==> src/rtl/flr_pkg.sv <==
package flr_pkg;
  typedef enum logic [1:0] {
    LM_FIXED     = 2'd0,
    LM_FIELD     = 2'd1,
    LM_TYPE      = 2'd2,
    LM_FIXED_ALT = 2'd3
  } len_mode_e;

  localparam int unsigned BYTE_W = 8;
endpackage

==> src/rtl/flr_field_grab.sv <==
module flr_field_grab #(
  parameter int unsigned FIELD_W = 12,
  parameter int unsigned WIDTH_W = 4,
  parameter int unsigned IDX_W   = 8,
  parameter int unsigned SPAN    = 3
) (
  input  logic               clk_i,
  input  logic               rst_ni,
  input  logic               start_i,
  input  logic               byte_vld_i,
  input  logic [7:0]         byte_i,
  input  logic [IDX_W-1:0]   idx_i,
  input  logic [2:0]         pos_i,
  input  logic [WIDTH_W-1:0] width_i,
  input  logic               big_i,
  input  logic               rev_i,
  output logic               hit_o,
  output logic [FIELD_W-1:0] field_o
);
  localparam int unsigned CNT_W = IDX_W + 2;
  localparam int unsigned WIN_W = 8 * SPAN;
  localparam int unsigned FB_W  = (FIELD_W > 1) ? $clog2(FIELD_W) : 1;
  localparam logic [CNT_W-1:0] CNT_MAX = '1;

  logic [CNT_W-1:0]   cnt_q, off, nbytes, span_bits;
  logic               armed_q, in_field, last;
  logic [7:0]         buf_q [SPAN];
  logic [7:0]         cur   [SPAN];
  logic [WIN_W-1:0]   win, shifted;
  logic [FIELD_W:0]   mask_ext;
  logic [FIELD_W-1:0] raw_f, rev_f;

  always_comb begin
    span_bits = CNT_W'(pos_i) + CNT_W'(width_i) + CNT_W'(7);
    nbytes    = span_bits >> 3;
    if (nbytes == '0) nbytes = CNT_W'(1);
  end

  assign off      = cnt_q - CNT_W'(idx_i);
  assign in_field = armed_q && byte_vld_i && !start_i &&
                    (cnt_q >= CNT_W'(idx_i)) && (off < nbytes);
  assign last     = in_field && (off == nbytes - CNT_W'(1));

  // current byte joins stored ones so the result is ready in the capture cycle
  for (genvar k = 0; k < SPAN; k++) begin : g_cur
    assign cur[k] = (in_field && off == CNT_W'(k)) ? byte_i : buf_q[k];
  end

  always_comb begin
    win = '0;
    for (int k = 0; k < SPAN; k++) begin
      if (CNT_W'(k) < nbytes) begin
        if (big_i)
          win = win | (WIN_W'(cur[k]) << (CNT_W'(8) * (nbytes - CNT_W'(1) - CNT_W'(k))));
        else
          win = win | (WIN_W'(cur[k]) << (8 * k));
      end
    end
  end

  assign shifted  = win >> pos_i;
  assign mask_ext = ((FIELD_W+1)'(1) << width_i) - (FIELD_W+1)'(1);
  assign raw_f    = shifted[FIELD_W-1:0] & mask_ext[FIELD_W-1:0];

  always_comb begin
    rev_f = '0;
    for (int i = 0; i < FIELD_W; i++) begin
      int j;
      j = int'(width_i) - 1 - i;
      if (j >= 0) rev_f[i] = raw_f[FB_W'(j)];
    end
  end

  assign hit_o   = last;
  assign field_o = rev_i ? rev_f : raw_f;

  always_ff @(posedge clk_i or negedge rst_ni) begin
    if (!rst_ni) begin
      cnt_q   <= '0;
      armed_q <= 1'b0;
      for (int k = 0; k < SPAN; k++) buf_q[k] <= '0;
    end else if (start_i) begin
      cnt_q   <= '0;
      armed_q <= 1'b1;
      for (int k = 0; k < SPAN; k++) buf_q[k] <= '0;
    end else if (byte_vld_i && armed_q) begin
      if (cnt_q != CNT_MAX) cnt_q <= cnt_q + CNT_W'(1);
      if (in_field) buf_q[off[$clog2(SPAN)-1:0]] <= byte_i;
      if (last) armed_q <= 1'b0;
    end
  end

  AST_GRAB_ONCE: assert property (@(posedge clk_i) disable iff (!rst_ni)
    hit_o |=> !hit_o);
endmodule

==> src/rtl/flr_type_lut.sv <==
module flr_type_lut #(
  parameter int unsigned N_TYPES = 8,
  parameter int unsigned CODE_W  = 7,
  parameter int unsigned LEN_W   = 8
) (
  input  logic [CODE_W-1:0]        code_i,
  input  logic [N_TYPES-1:0]       en_i,
  input  logic [N_TYPES*LEN_W-1:0] len_tab_i,
  output logic                     ok_o,
  output logic [LEN_W-1:0]         len_o
);
  logic [N_TYPES-1:0] sel;

  for (genvar t = 0; t < N_TYPES; t++) begin : g_sel
    assign sel[t] = (code_i == CODE_W'(t)) && en_i[t];
  end

  always_comb begin
    len_o = '0;
    for (int t = 0; t < N_TYPES; t++)
      if (sel[t]) len_o = len_o | len_tab_i[t*LEN_W +: LEN_W];
  end

  assign ok_o = |sel;

  always_comb begin
    AST_LUT_ONEHOT: assert ($onehot0(sel));
  end
endmodule

==> src/rtl/rx_frame_len_resolver.sv <==
module rx_frame_len_resolver
  import flr_pkg::*;
#(
  parameter int unsigned LF_W      = 12,
  parameter int unsigned IDX_W     = 8,
  parameter int unsigned N_TYPES   = 8,
  parameter int unsigned TY_LEN_W  = 8,
  parameter int unsigned TY_CODE_W = 7,
  parameter int unsigned CRC_W     = 3
) (
  input  logic                      clk_i,
  input  logic                      rst_ni,
  input  logic                      frame_start_i,
  input  logic                      byte_vld_i,
  input  logic [7:0]                byte_i,
  input  logic [1:0]                cfg_mode_i,
  input  logic [7:0]                cfg_fixed_len_i,
  input  logic [IDX_W-1:0]          cfg_lf_idx_i,
  input  logic [2:0]                cfg_lf_pos_i,
  input  logic [3:0]                cfg_lf_width_i,
  input  logic                      cfg_lf_big_i,
  input  logic                      cfg_lf_rev_i,
  input  logic                      cfg_lf_has_crc_i,
  input  logic [CRC_W-1:0]          cfg_crc_bytes_i,
  input  logic [LF_W-1:0]           cfg_min_len_i,
  input  logic [LF_W-1:0]           cfg_max_len_i,
  input  logic [IDX_W-1:0]          cfg_ty_idx_i,
  input  logic [2:0]                cfg_ty_pos_i,
  input  logic [2:0]                cfg_ty_width_i,
  input  logic [N_TYPES-1:0]        cfg_ty_en_i,
  input  logic [N_TYPES*TY_LEN_W-1:0] cfg_ty_len_i,
  output logic [LF_W:0]             len_o,
  output logic                      len_vld_o,
  output logic                      discard_o
);
  localparam int unsigned OUT_W = LF_W + 1;

  len_mode_e mode;
  logic is_fixed;
  logic lf_hit, ty_hit, ty_ok;
  logic [LF_W-1:0] lf_val;
  logic [TY_CODE_W-1:0] ty_code;
  logic [TY_LEN_W-1:0] ty_len;
  logic lf_bad;
  logic [OUT_W-1:0] lf_len;
  logic res_seen_q;

  assign mode     = len_mode_e'(cfg_mode_i);
  assign is_fixed = (mode == LM_FIXED) || (mode == LM_FIXED_ALT);

  flr_field_grab #(
    .FIELD_W(LF_W), .WIDTH_W(4), .IDX_W(IDX_W), .SPAN(3)
  ) u_len_grab (
    .clk_i, .rst_ni,
    .start_i   (frame_start_i),
    .byte_vld_i,
    .byte_i,
    .idx_i     (cfg_lf_idx_i),
    .pos_i     (cfg_lf_pos_i),
    .width_i   (cfg_lf_width_i),
    .big_i     (cfg_lf_big_i),
    .rev_i     (cfg_lf_rev_i),
    .hit_o     (lf_hit),
    .field_o   (lf_val)
  );

  flr_field_grab #(
    .FIELD_W(TY_CODE_W), .WIDTH_W(4), .IDX_W(IDX_W), .SPAN(2)
  ) u_type_grab (
    .clk_i, .rst_ni,
    .start_i   (frame_start_i),
    .byte_vld_i,
    .byte_i,
    .idx_i     (cfg_ty_idx_i),
    .pos_i     (cfg_ty_pos_i),
    .width_i   ({1'b0, cfg_ty_width_i}),
    .big_i     (1'b0),
    .rev_i     (1'b0),
    .hit_o     (ty_hit),
    .field_o   (ty_code)
  );

  flr_type_lut #(
    .N_TYPES(N_TYPES), .CODE_W(TY_CODE_W), .LEN_W(TY_LEN_W)
  ) u_type_lut (
    .code_i    (ty_code),
    .en_i      (cfg_ty_en_i),
    .len_tab_i (cfg_ty_len_i),
    .ok_o      (ty_ok),
    .len_o     (ty_len)
  );

  assign lf_bad = (lf_val < cfg_min_len_i) || (lf_val > cfg_max_len_i);
  assign lf_len = OUT_W'(lf_val) + (cfg_lf_has_crc_i ? '0 : OUT_W'(cfg_crc_bytes_i));

  always_ff @(posedge clk_i or negedge rst_ni) begin
    if (!rst_ni) begin
      len_o     <= '0;
      len_vld_o <= 1'b0;
      discard_o <= 1'b0;
    end else begin
      len_vld_o <= 1'b0;
      discard_o <= 1'b0;
      if (frame_start_i && is_fixed) begin
        len_vld_o <= 1'b1;
        len_o     <= OUT_W'(cfg_fixed_len_i);
      end else if (lf_hit && mode == LM_FIELD) begin
        len_vld_o <= !lf_bad;
        discard_o <= lf_bad;
        len_o     <= lf_len;
      end else if (ty_hit && mode == LM_TYPE) begin
        len_vld_o <= ty_ok;
        discard_o <= !ty_ok;
        len_o     <= OUT_W'(ty_len);
      end
    end
  end

  always_ff @(posedge clk_i or negedge rst_ni) begin
    if (!rst_ni)            res_seen_q <= 1'b0;
    else if (frame_start_i) res_seen_q <= 1'b0;
    else if (len_vld_o || discard_o) res_seen_q <= 1'b1;
  end

  AST_ONE_RESULT: assert property (@(posedge clk_i) disable iff (!rst_ni)
    (len_vld_o || discard_o) |-> !res_seen_q);
  AST_FIXED_NEXT: assert property (@(posedge clk_i) disable iff (!rst_ni)
    (frame_start_i && is_fixed) |=> (len_vld_o && len_o == OUT_W'($past(cfg_fixed_len_i))));
  AST_FIXED_NO_DISCARD: assert property (@(posedge clk_i) disable iff (!rst_ni)
    is_fixed |-> !discard_o);
  AST_FIELD_RANGE: assert property (@(posedge clk_i) disable iff (!rst_ni)
    (len_vld_o && mode == LM_FIELD) |->
      (len_o >= OUT_W'(cfg_min_len_i) &&
       len_o <= OUT_W'(cfg_max_len_i) + OUT_W'(cfg_crc_bytes_i)));
  AST_RESULT_EXCL: assert property (@(posedge clk_i) disable iff (!rst_ni)
    !(len_vld_o && discard_o));
endmodule

==> config.mk <==
export PLATFORM = sky130hd
export DESIGN_NAME = rx_frame_len_resolver
export DESIGN_NICKNAME = d
export VERILOG_FILES = /design/src/rtl/flr_pkg.sv /design/src/rtl/flr_field_grab.sv /design/src/rtl/flr_type_lut.sv /design/src/rtl/rx_frame_len_resolver.sv
export SDC_FILE = /design/constraint.sdc
export NUM_CORES = 1
export LEC_CHECK = 0
export ABC_AREA = 1
export BUFFER_PORTS_ARGS = -buffer_cell sky130_fd_sc_hd__buf_2
export CORE_MARGIN = 10
export CORE_UTILIZATION = 50
export DETAILED_ROUTE_END_ITERATION = 12
export PLACE_DENSITY_LB_ADDON = 0.2
export SLEW_MARGIN = 20
export SYNTH_ARGS = -nofsm -noshare
export SYNTH_HDL_FRONTEND = slang
export SYNTH_SLANG_ARGS = --single-unit
==> constraint.sdc <==
create_clock -name clk_i -period 8.1 [get_ports clk_i]
set_input_delay 0.81 -clock clk_i [delete_from_list [all_inputs] [get_ports clk_i]]
set_output_delay 0.81 -clock clk_i [all_outputs]
set_load 0.005 [all_outputs]
# Word-level counts from Yosys, hierarchy flattened
# Index checks and enable logic that the tools add are counted.
# totals
reg_bits	77
latch_bits	0
mem_bits_rw	0
rom_bits	0
output_inout_bits	15
word_cells	279
n_memories	0
# op_classes
n_addsub	27
multipliers	0
div_mod_pow	0
n_lt_le_gt_ge	39
n_eq_ne	17
n_shift	7
mux	106
n_bitwise	16
reduce_logical	55
# op_table
operator	n
32-bit by 1-bit >= comparator with 1-bit output (second input constant)	12
24-bit two-way mux	9
8-bit two-way mux	16
32-bit by 4-bit subtractor with 32-bit output (second input constant)	4
32-bit by 5-bit subtractor with 32-bit output (second input constant)	4
4-bit by 6-bit less-than comparator with 1-bit output (second input constant)	12
24-bit bitwise OR	3
8-bit by 10-bit left shift with 24-bit output	3
16-bit two-way mux	4
32-bit by 3-bit subtractor with 32-bit output (second input constant)	2
10-bit two-way mux	6
8-bit bitwise OR	7
1-bit binary-select mux with 4-bit select	12
1-bit two-way mux	48
10-bit logical NOT	4
1-bit by 10-bit less-than comparator with 1-bit output (first input constant)	4
13-bit two-way mux	3
32-bit by 2-bit subtractor with 32-bit output (second input constant)	1
7-bit by 3-bit equality test with 1-bit output (second input constant)	4
1-bit logical AND	28
24-bit bitwise mux	1
24-bit by 16-bit bitwise OR with 24-bit output	1
24-bit by 3-bit right shift with 12-bit output	1
10-bit by 1-bit adder with 10-bit output (second input constant)	2
other kinds (50)	76

# Longest topological paths before layout
# Gate-level depths: netlist of the first run.
# depth
depth_word	33
mapped_depth	49
depth_no_buf	48

# Modules after synthesis
# Synthesis of the first run repeated with hierarchy kept, for this count alone.
# unflattened
cells_unflattened	1875
hier_area_um2	11103.1
# modules_own_cells
mod	n_inst	cells_per_inst	area_per_inst_um2	seq_area_each_um2
flr_field_grab at u_len_grab	1	832	4893.4	875.8
flr_field_grab at u_type_grab	1	618	3681.0	675.6
rx_frame_len_resolver	1	261	1717.9	375.4
flr_type_lut	1	164	810.8	0.0

# Worst setup path after synthesis of the first run
# OpenSTA, ideal clock, no wires.
# synth_path
path_kind	input to register
startpoint	input cfg_lf_pos_i[1]
endpoint	register len_o[5]
setup_ns	0.066
arrival_ns	6.243
required_ns	8.034
path_slack_ns	1.792
stages	41
cell_sequence	buf_2 -> clkinv_1 -> buf_2 -> fa_1 -> or2_1 -> nand2_1 -> nand2_1 -> nor2_2 -> inv_2 -> nand3_1 -> nand2_1 -> ha_1 -> ha_1 -> ha_1 -> inv_1 -> nor2_1 -> nand2_1 -> nor2_1 -> (+5 left out) -> nand3_1 -> nand3_1 -> nand2_1 -> nand2_1 -> nand2_1 -> nand2_1 -> o21ai_2 -> o211ai_1 -> o21ai_0 -> ha_1 -> a21oi_1 -> and2_1 -> inv_1 -> nand3_1 -> nor2_1 -> o21ai_0 -> nand2_1 -> nand2_1
# synth_between
elab_chain_len	27
# synth_rtl
item	line	text
from (decl)	rx_frame_len_resolver.sv:19	input logic [2:0] cfg_lf_pos_i,
branches (longest 27 deep; another with 10-bit by 3-bit adder with 10-bit output)	-	
to (signal assigned)	rx_frame_len_resolver.sv:106	len_o <= OUT_W'(cfg_fixed_len_i);
to (signal assigned)	rx_frame_len_resolver.sv:110	len_o <= lf_len;
to (signal assigned)	rx_frame_len_resolver.sv:114	len_o <= OUT_W'(ty_len);
to (decl)	rx_frame_len_resolver.sv:32	output logic [LF_W:0] len_o,
# Parallel ways; which one is timed is not known. The select of a mux whose other input is x is not followed.
# A chain may end at the register's enable or synchronous reset.

# Worst setup path in the final report of the first run
# layout_path
startpoint	input cfg_lf_width_i[0]
endpoint	register len_o[5]
# layout_between
elab_chain_len	27
# layout_rtl
item	line	text
from (decl)	rx_frame_len_resolver.sv:20	input logic [3:0] cfg_lf_width_i,
branches (longest 27 deep; another with 10-bit by 3-bit adder with 10-bit output)	-	
# Parallel ways; which one is timed is not known. The select of a mux whose other input is x is not followed.

==> reports/metrics.csv, run 1 <==
metric;value;unit
status;completed;
worst_clock_skew;0.0127;ns
setup_viol;0;
wire_per_inst;15.9;µm
drive_gt1_share;15.1;%
route.final.wire_length;34100;µm
max_stage_delay;0.44;ns
timing.final.ws_setup;0.861;ns
h_tree_lvls;3;
power.share.switching;43.3;%
seq_power_share;27.5;%
cellInternalPower;0.000815;W
worstPathRequired;8.37;ns
clk-insertion-delay-late;0.34;ns
timing_hold_violations_final;0;
clkPwrFrac;27.9;%
grt_use_met2;38.0;%
timing.critical_path.arrival;7.51;ns
finalCriticalPeriod;7.24;ns
initial_utilization;50.6;%
clock-sinks;75;
first_pass_iters;6;
worst-path-max-fanout;20;
final.setup.tns;0;ns
fmax;138;MHz
grt_use_met1;33.2;%
area_delta_synth_final;11.8;%
synthesis.instances;1733;
power_density_of_the_placed_cells;121;nW/µm²
switchingPower;0.000622;W
critical_path.slowest_cell;nor2_1;
criticalPathCategory;in -> reg;
rsz0062_at_grt;false;
die_area;27400;µm²
grt_first_pass_wirelength;54800;µm
placementRows;53;
layout.nets;2105;
cap_viol_max_count;0;
utilization;56.6;%
clock-root-buffer;clkbuf_16;
layout.cells.most_common_list;nand2_1 (438), nand3_1 (289), inv_1 (225), buf_2 (166), nor2_1 (106);
timing.final.crit_share;89.4;%
worst_setup_path_end_kind;register;
die_x;166;µm
hold_path_class;reg -> reg;
synth_fp_nets;1977;
detail_route.drc_violations;0;
layout.cells.most_common;nand2_1;
synth.cell_area;10600;µm²
cts_max_path_buffers;2;
busiest_layer;met2;
groute.layer.met3.usage;3.59;%
holdBufCountCts;0;
timing.critical_path.mode_cell;nand2_1;
avgSynthCellArea;6.12;µm²
design.portCount;168;
grt_antenna_before_repair;1;
power.combinational.fraction;44.6;%
critical_path.startpoint_type;primary input;
final_antenna_violating_net_count;0;
drt-vias-per-instance;5.66;
global_route.overflow_total;0;
timing_worst_slew_pin_value;0.962;ns
timing.final.max_slew_violations;0;
via_count;12130;
yosys_warnings;0;
cts_tree;built;
max_ir_drop_vdd;0.000108;V
place_worst_setup_slack;0.607;ns
ys_seq_area_share;17.7;%
postSynthRegisterBits;75;
total_track_usage;24.0;%
cts.reportedPaths.clkPinSlew;0.06;ns
gp_routability_congestion;1.00;
slew_headroom;35.9;%
dpl.hpwl;27700;µm
die-height;166;µm
grt_max_degree;76;
cts_inserted_buffers;9;
post_cts_resize_count;0;
number_of_global_route_vias_before_repair;11115;
p_leak;6.42;nW
core_region_area;21000;µm²
synth_cell_type_count;56;
portBuffers;167;
cts_setup_buffers;0;
drt_initial_violations;1181;
-- worst max-delay path: cells and delay by family --
family                   cells  cell delay, ns
adder cells (fa/ha/maj)      6            1.91
AO/OA/AOI/OAI                5            0.87
buffers and inverters        5            0.57
AND/OR/NAND/NOR             25            3.31
-- metal layers --
layer  vias to the layer above  part of all wire [%]
li1                       6071                     -
met1                      5499                    45
met2                       511                    45
met3                        49                   8.5
met4                         0                   2.1
met5                         -                     0
-- kinds of logic after synthesis --
kind of cell | synth area share, %
mux | 0.0944
simple gates | 46.7
compound gates | 11.2
buf+inv | 11.0
flops | 17.7
fa+ha+maj | 11.1
xor+xnor | 2.15
-- flip-flops by register name, summed over array words and instances, names as in the netlist --
signal               count
u_type_grab.cnt_q       10
len_o                   13
u_len_grab.cnt_q        10
u_type_grab.buf_q       14
u_len_grab.buf_q        24
len_vld_o                1
u_type_grab.armed_q      1
u_len_grab.armed_q       1
discard_o                1
-- final timing paths --
| path | start | end | slack (ns) | cells after the start |
|---|---|---|---|---|
| hold reg to reg | len_o[0] | len_o[0] | 0.48 | 2 |
| max in group asynchronous | rst_ni | len_o[4] | 6.86 | 1 |
| setup reg to reg | u_len_grab.cnt_q[0] | len_o[5] | 2.00 | 36 |
| setup / recovery | cfg_lf_width_i[0] | len_o[5] | 0.86 | 41 |
| hold / removal | len_o[0] | len_o[0] | 0.48 | 2 |
| min in group asynchronous | rst_ni | u_len_grab.cnt_q[0] | 0.61 | 1 |
-- through the flow --
step           hold WS (ns)  area, µm²  power (W)  std cells
2_1_floorplan         0.442      10600   0.000857       1733
3_3_place_gp          0.456      11500    0.00102       2125
3_5_place_dp          0.466      11500    0.00103       2125
4_1_cts               0.485      11800    0.00144       2141
5_1_grt               0.495      11800    0.00155       2142
6_report              0.484      11900    0.00144       2145
-- power by group through the flow --
stage          Clock [W]  Sequential, W  Combinational, W
2_1_floorplan          0       0.000400          0.000457
3_3_place_gp           0       0.000402          0.000621
3_5_place_dp           0       0.000402          0.000631
4_1_cts         0.000410       0.000395          0.000634
5_1_grt         0.000425       0.000397          0.000727
6_report        0.000401       0.000396          0.000641
-- synthesized netlist by cell type, drive strengths merged --
cell type / number / area share, %
nand2: 465 / 17
nand3: 303 / 15
inv: 238 / 8.4
nor2: 129 / 5.7
ha: 86 / 10
nand4: 86 / 5.2
o21ai: 86 / 4.2
dfrtp: 75 / 18
a21oi: 71 / 3.5
buf: 33 / 1.8
clkbuf: 20 / 0.71
nor3: 20 / 1.1
o22ai: 17 / 1.0
xor2: 15 / 1.2
xnor2: 11 / 0.91
a31oi: 10 / 0.59
or2: 9 / 0.53
and3: 8 / 0.47
nand3b: 8 / 0.57
o211ai: 8 / 0.57
fa: 5 / 0.94
nor4: 4 / 0.24
a21o: 3 / 0.21
a22oi: 3 / 0.21
clkinv: 3 / 0.11
a2111oi: 2 / 0.17
a21boi: 2 / 0.18
and2: 2 / 0.12
nand2b: 2 / 0.12
o21bai: 2 / 0.14
a211o: 1 / 0.083
a211oi: 1 / 0.071
a2bb2oi: 1 / 0.083
a311oi: 1 / 0.083
mux2i: 1 / 0.094
o2111ai: 1 / 0.083
o31ai: 1 / 0.071
-- final cells by class --
| type | instances | area [µm²] |
|---|---|---|
| fillers | 2216 | 9100 |
| clock inverters | 7 | 78.8 |
| clock buffers | 9 | 225 |
| well taps | 275 | 344 |
| diodes | 4 | 10.0 |
| multi-input cells | 1364 | 7550 |
| flip-flops and latches | 75 | 1880 |
| inverters | 241 | 905 |
| repair buffers | 170 | 861 |
Note: power is estimated with default switching activity, not from simulation.
==> run 2: changes to the inputs <==
--- a/config.mk
+++ b/config.mk
@@ -5,12 +5,13 @@
 export SDC_FILE = /design/constraint.sdc
 export NUM_CORES = 1
 export LEC_CHECK = 0
-export ABC_AREA = 1
+export ABC_AREA = 0
 export BUFFER_PORTS_ARGS = -buffer_cell sky130_fd_sc_hd__buf_2
 export CORE_MARGIN = 10
-export CORE_UTILIZATION = 50
+export CORE_UTILIZATION = 60
 export DETAILED_ROUTE_END_ITERATION = 12
 export PLACE_DENSITY_LB_ADDON = 0.2
+export RECOVER_POWER = 25
 export SLEW_MARGIN = 20
 export SYNTH_ARGS = -nofsm -noshare
 export SYNTH_HDL_FRONTEND = slang
==> run 2 against run 1 <==
The flow now finishes with violations (capacitance limit, slew limit). Sequential power about the same. Total power up 6.1%. Setup slack lost 0.60 ns. Cell count fell by 5.1%. Die area decreased by 6.4%. Synthesized cell count is 10% lower. Sequential share of layout area shrank 2.4 points.
==> reports/metrics.csv, run 2 <==
metric;value;unit;change
cts.reportedPaths.clkPinSlew;0.07;ns;about the same
placement.cell_area;13500;µm²;+17%
timing.final.ws_setup;0.257;ns;-0.604 ns
cap_viol_max_count;1;;+1
max_ir_drop_vdd;0.000106;V;-1.3%
grt_max_degree;68;;-11%
power_density_of_the_placed_cells;109;nW/µm²;-9.9%
topRoutingLayerUsed;met4;;
clock-root-buffer;clkbuf_16;;
p_leak;6.16;nW;-4.0%
postSynthRegisterBits;75;;unchanged
die_area;25700;µm²;-6.4%
layout.nets;2009;;-4.6%
holdBufCountCts;0;;unchanged
yosys_warnings;0;;unchanged
number_of_global_route_vias_before_repair;13035;;+17%
cts_tree;built;;
via_count;13861;;+14%
design.portCount;168;;unchanged
post-place-cells;2015;;-5.2%
avgSynthCellArea;7.57;µm²;+24%
worstPathRequired;8.33;ns;-0.04 ns
synthesis.instances;1559;;-10%
clkPwrFrac;25.1;%;-2.8 points
route.final.wire_length;44200;µm;+30%
final_antenna_violating_net_count;0;;unchanged
routed_wl_met3;4690;µm;+62%
criticalPathCategory;in -> reg;;
timing.final.max_slew_violations;68;;+68
synth.cell_area;11800;µm²;+11%
post_route_m1_wl;17500;µm;+15%
drive_gt1_share;22.9;%;+7.8 points
first_pass_iters;6;;unchanged
placementRows;51;;-3.8%
global_route.overflow_total;0;;unchanged
status;finished, violations left;;
die-height;160;µm;-3.2%
dpl.hpwl;34900;µm;+26%
die_x;160;µm;-3.2%
hold_path_class;in -> async;;
timing.critical_path.arrival;8.07;ns;+0.56 ns
grt_antenna_before_repair;0;;-1
synth_area_leader_cell;dfrtp_1;;
portBuffers;167;;unchanged
final_cell_count_no_fill;2035;;-5.1%
core_region_area;19400;µm²;-7.4%
reg2reg_slack;0.62;ns;-1.38 ns
power.combinational.fraction;49.1;%;+4.5 points
timing.final.crit_share;96.8;%;+7.5 points
largest-register;u_len_grab.buf_q;;
met2_wirelength;19700;µm;+30%
worst_clock_skew;0.0169;ns;+0.00424 ns
area_delta_synth_final;18.2;%;
seq_power_share;25.8;%;-1.7 points
detail_route.drc_violations;0;;unchanged
slew_headroom;-153;%;-190 points
timing_hold_violations_final;0;;unchanged
critical_path.startpoint_type;primary input;;
switchingPower;0.000619;W;-0.49%
fmax;128;MHz;-7.7%
largest_register_ffs;24;;unchanged
total_track_usage;32.4;%;+8.4 points
synth_fp_nets;1803;;-8.8%
power.share.switching;40.6;%;-2.7 points
finalCriticalPeriod;7.84;ns;+0.604 ns
diodes;0;;-4
layout.cell_area.non_filler;14000;µm²;+18%
gp_routability_congestion;1.06;;+5.6%
top_post_synthesis_cells_by_count;nand2_1 (159), nor2_1 (134), inv_1 (102);;
cellInternalPower;0.000905;W;+11%
clk-insertion-delay-late;0.35;ns;about the same
max_stage_delay;0.42;ns;-0.02 ns
ys_seq_area_share;15.9;%;-1.8 points
p_total;0.00152;W;+6.1%
worst-path-max-fanout;11;;-45%
layout.cells.most_common_list;buf_2 (166), nand2_1 (158), nor2_1 (134), buf_4 (124), inv_1 (102);;
worstRegToRegCells;32;;-11%
post_synth_main_area_contributors;dfrtp_1 (16%), ha_1 (9.1%), nand2_1 (5.1%);;
ys_dominant_reg_cell;dfrtp_1;;
final.hold.worst_slack;0.377;ns;-0.107 ns
drt_initial_violations;1684;;+43%
layout.cells.most_common;buf_2;;
netlist.area_leader.share;15.9;%;-1.8 points
dominant_cell_by_count_in_the_synthesized_netlist;nand2_1;;
clock-sinks;75;;unchanged
synth_cell_type_count;108;;+93%
asyncSetResetFlopFracSynth;100;%;unchanged
initial_utilization;60.8;%;+10 points
worst_setup_path_end_kind;register;;
reg2reg_capture_point;len_vld_o;;
place_worst_setup_slack;-0.236;ns;-0.842 ns
timing_worst_slew_pin_value;3.79;ns;+2.83 ns
reg2reg_from;u_len_grab.cnt_q[0];;
violations_in_the_final_reports;capacitance limit, slew limit;;
setup_viol;0;;unchanged
number_of_flops_mapped_to_enable_cells_by_yosys;0;;unchanged
wire_per_inst;21.7;µm;+37%
cts_inserted_buffers;9;;unchanged
timing.critical_path.mode_cell;ha_1;;
critical_path.slowest_cell;fa_2;;
top_regs;u_len_grab.buf_q x24, u_type_grab.buf_q x14, len_o x13;;
h_tree_lvls;3;;unchanged
drt-vias-per-instance;6.81;;+20%
grt_first_pass_wirelength;69400;µm;+27%
rsz0062_at_grt;false;;
cts_max_path_buffers;2;;unchanged
[run 2: worst max path at each step]
stage / startpoint / to / slack (ns) / depth (start not counted)
after floorplan: cfg_lf_pos_i[1] / discard_o / 0.03 / 38
after global placement: cfg_lf_width_i[0] / discard_o / -0.1 / 36
after detailed placement: cfg_lf_width_i[0] / discard_o / -0.24 / 36
after CTS: cfg_lf_width_i[0] / discard_o / 0.1 / 36
after global routing: cfg_lf_pos_i[0] / discard_o / 0.007 / 37
final: cfg_lf_pos_i[0] / len_vld_o / 0.26 / 37
[run 2: metrics by stage]
stage | TNS [ns] | utilization, %
floorplan | 0 | -
global placement | -0.190 | 69.7
detailed placement | -0.456 | 69.7
CTS | 0 | 71.1
global route | 0 | 71.9
finish | 0 | 71.9
[run 2: cell type report]
class | instances | area (µm²)
clock inverter | 5 | 36.3
clock buffer | 11 | 243
multi-input combinational | 1277 | 9230
fill | 1599 | 5450
inverter | 107 | 402
timing repair buffer | 295 | 1830
sequential | 75 | 1880
tap | 265 | 332
[run 2: power by group through the flow]
stage	Sequential, W	Combinational, W	Clock (W)
floorplan	0.000398	0.000439	0
CTS	0.000393	0.000708	0.000384
detailed placement	0.000400	0.000704	0
global route	0.000394	0.000809	0.000403
global placement	0.000400	0.000692	0
finish	0.000394	0.000748	0.000383
[run 2: cell families (layout without fill, tap and decap cells)]
family,after synthesis,after routing,share of synthesized area [%]
fa+ha+maj,92,92,10.1
mux,54,54,6.43
compound gates,497,497,31.6
xor+xnor,44,44,3.27
flops,75,75,15.9
simple gates,590,590,25.7
buf+inv,207,418,7.08
[run 2: critical path, delay by kind of cell]
family                   cells  cell delay (ns)
AND/OR/NAND/NOR             11             1.88
AO/OA/AOI/OAI               15             2.90
adder cells (fa/ha/maj)      6             1.76
buffers and inverters        5             0.71
[run 2: metal layers]
| metal | vias up | track usage, % |
|---|---|---|
| met5 | - | 0 |
| met4 | 0 | 16.2 |
| met3 | 148 | 6.81 |
| met2 | 862 | 50.8 |
| met1 | 6519 | 41.3 |
| li1 | 6332 | - |
[run 2: what timing repair did]
item / 4_1_cts / 5_1_grt
resized for setup: 0 / 27
endpoints found under the setup margin: 0 / 2
setup buffers: 0 / 4
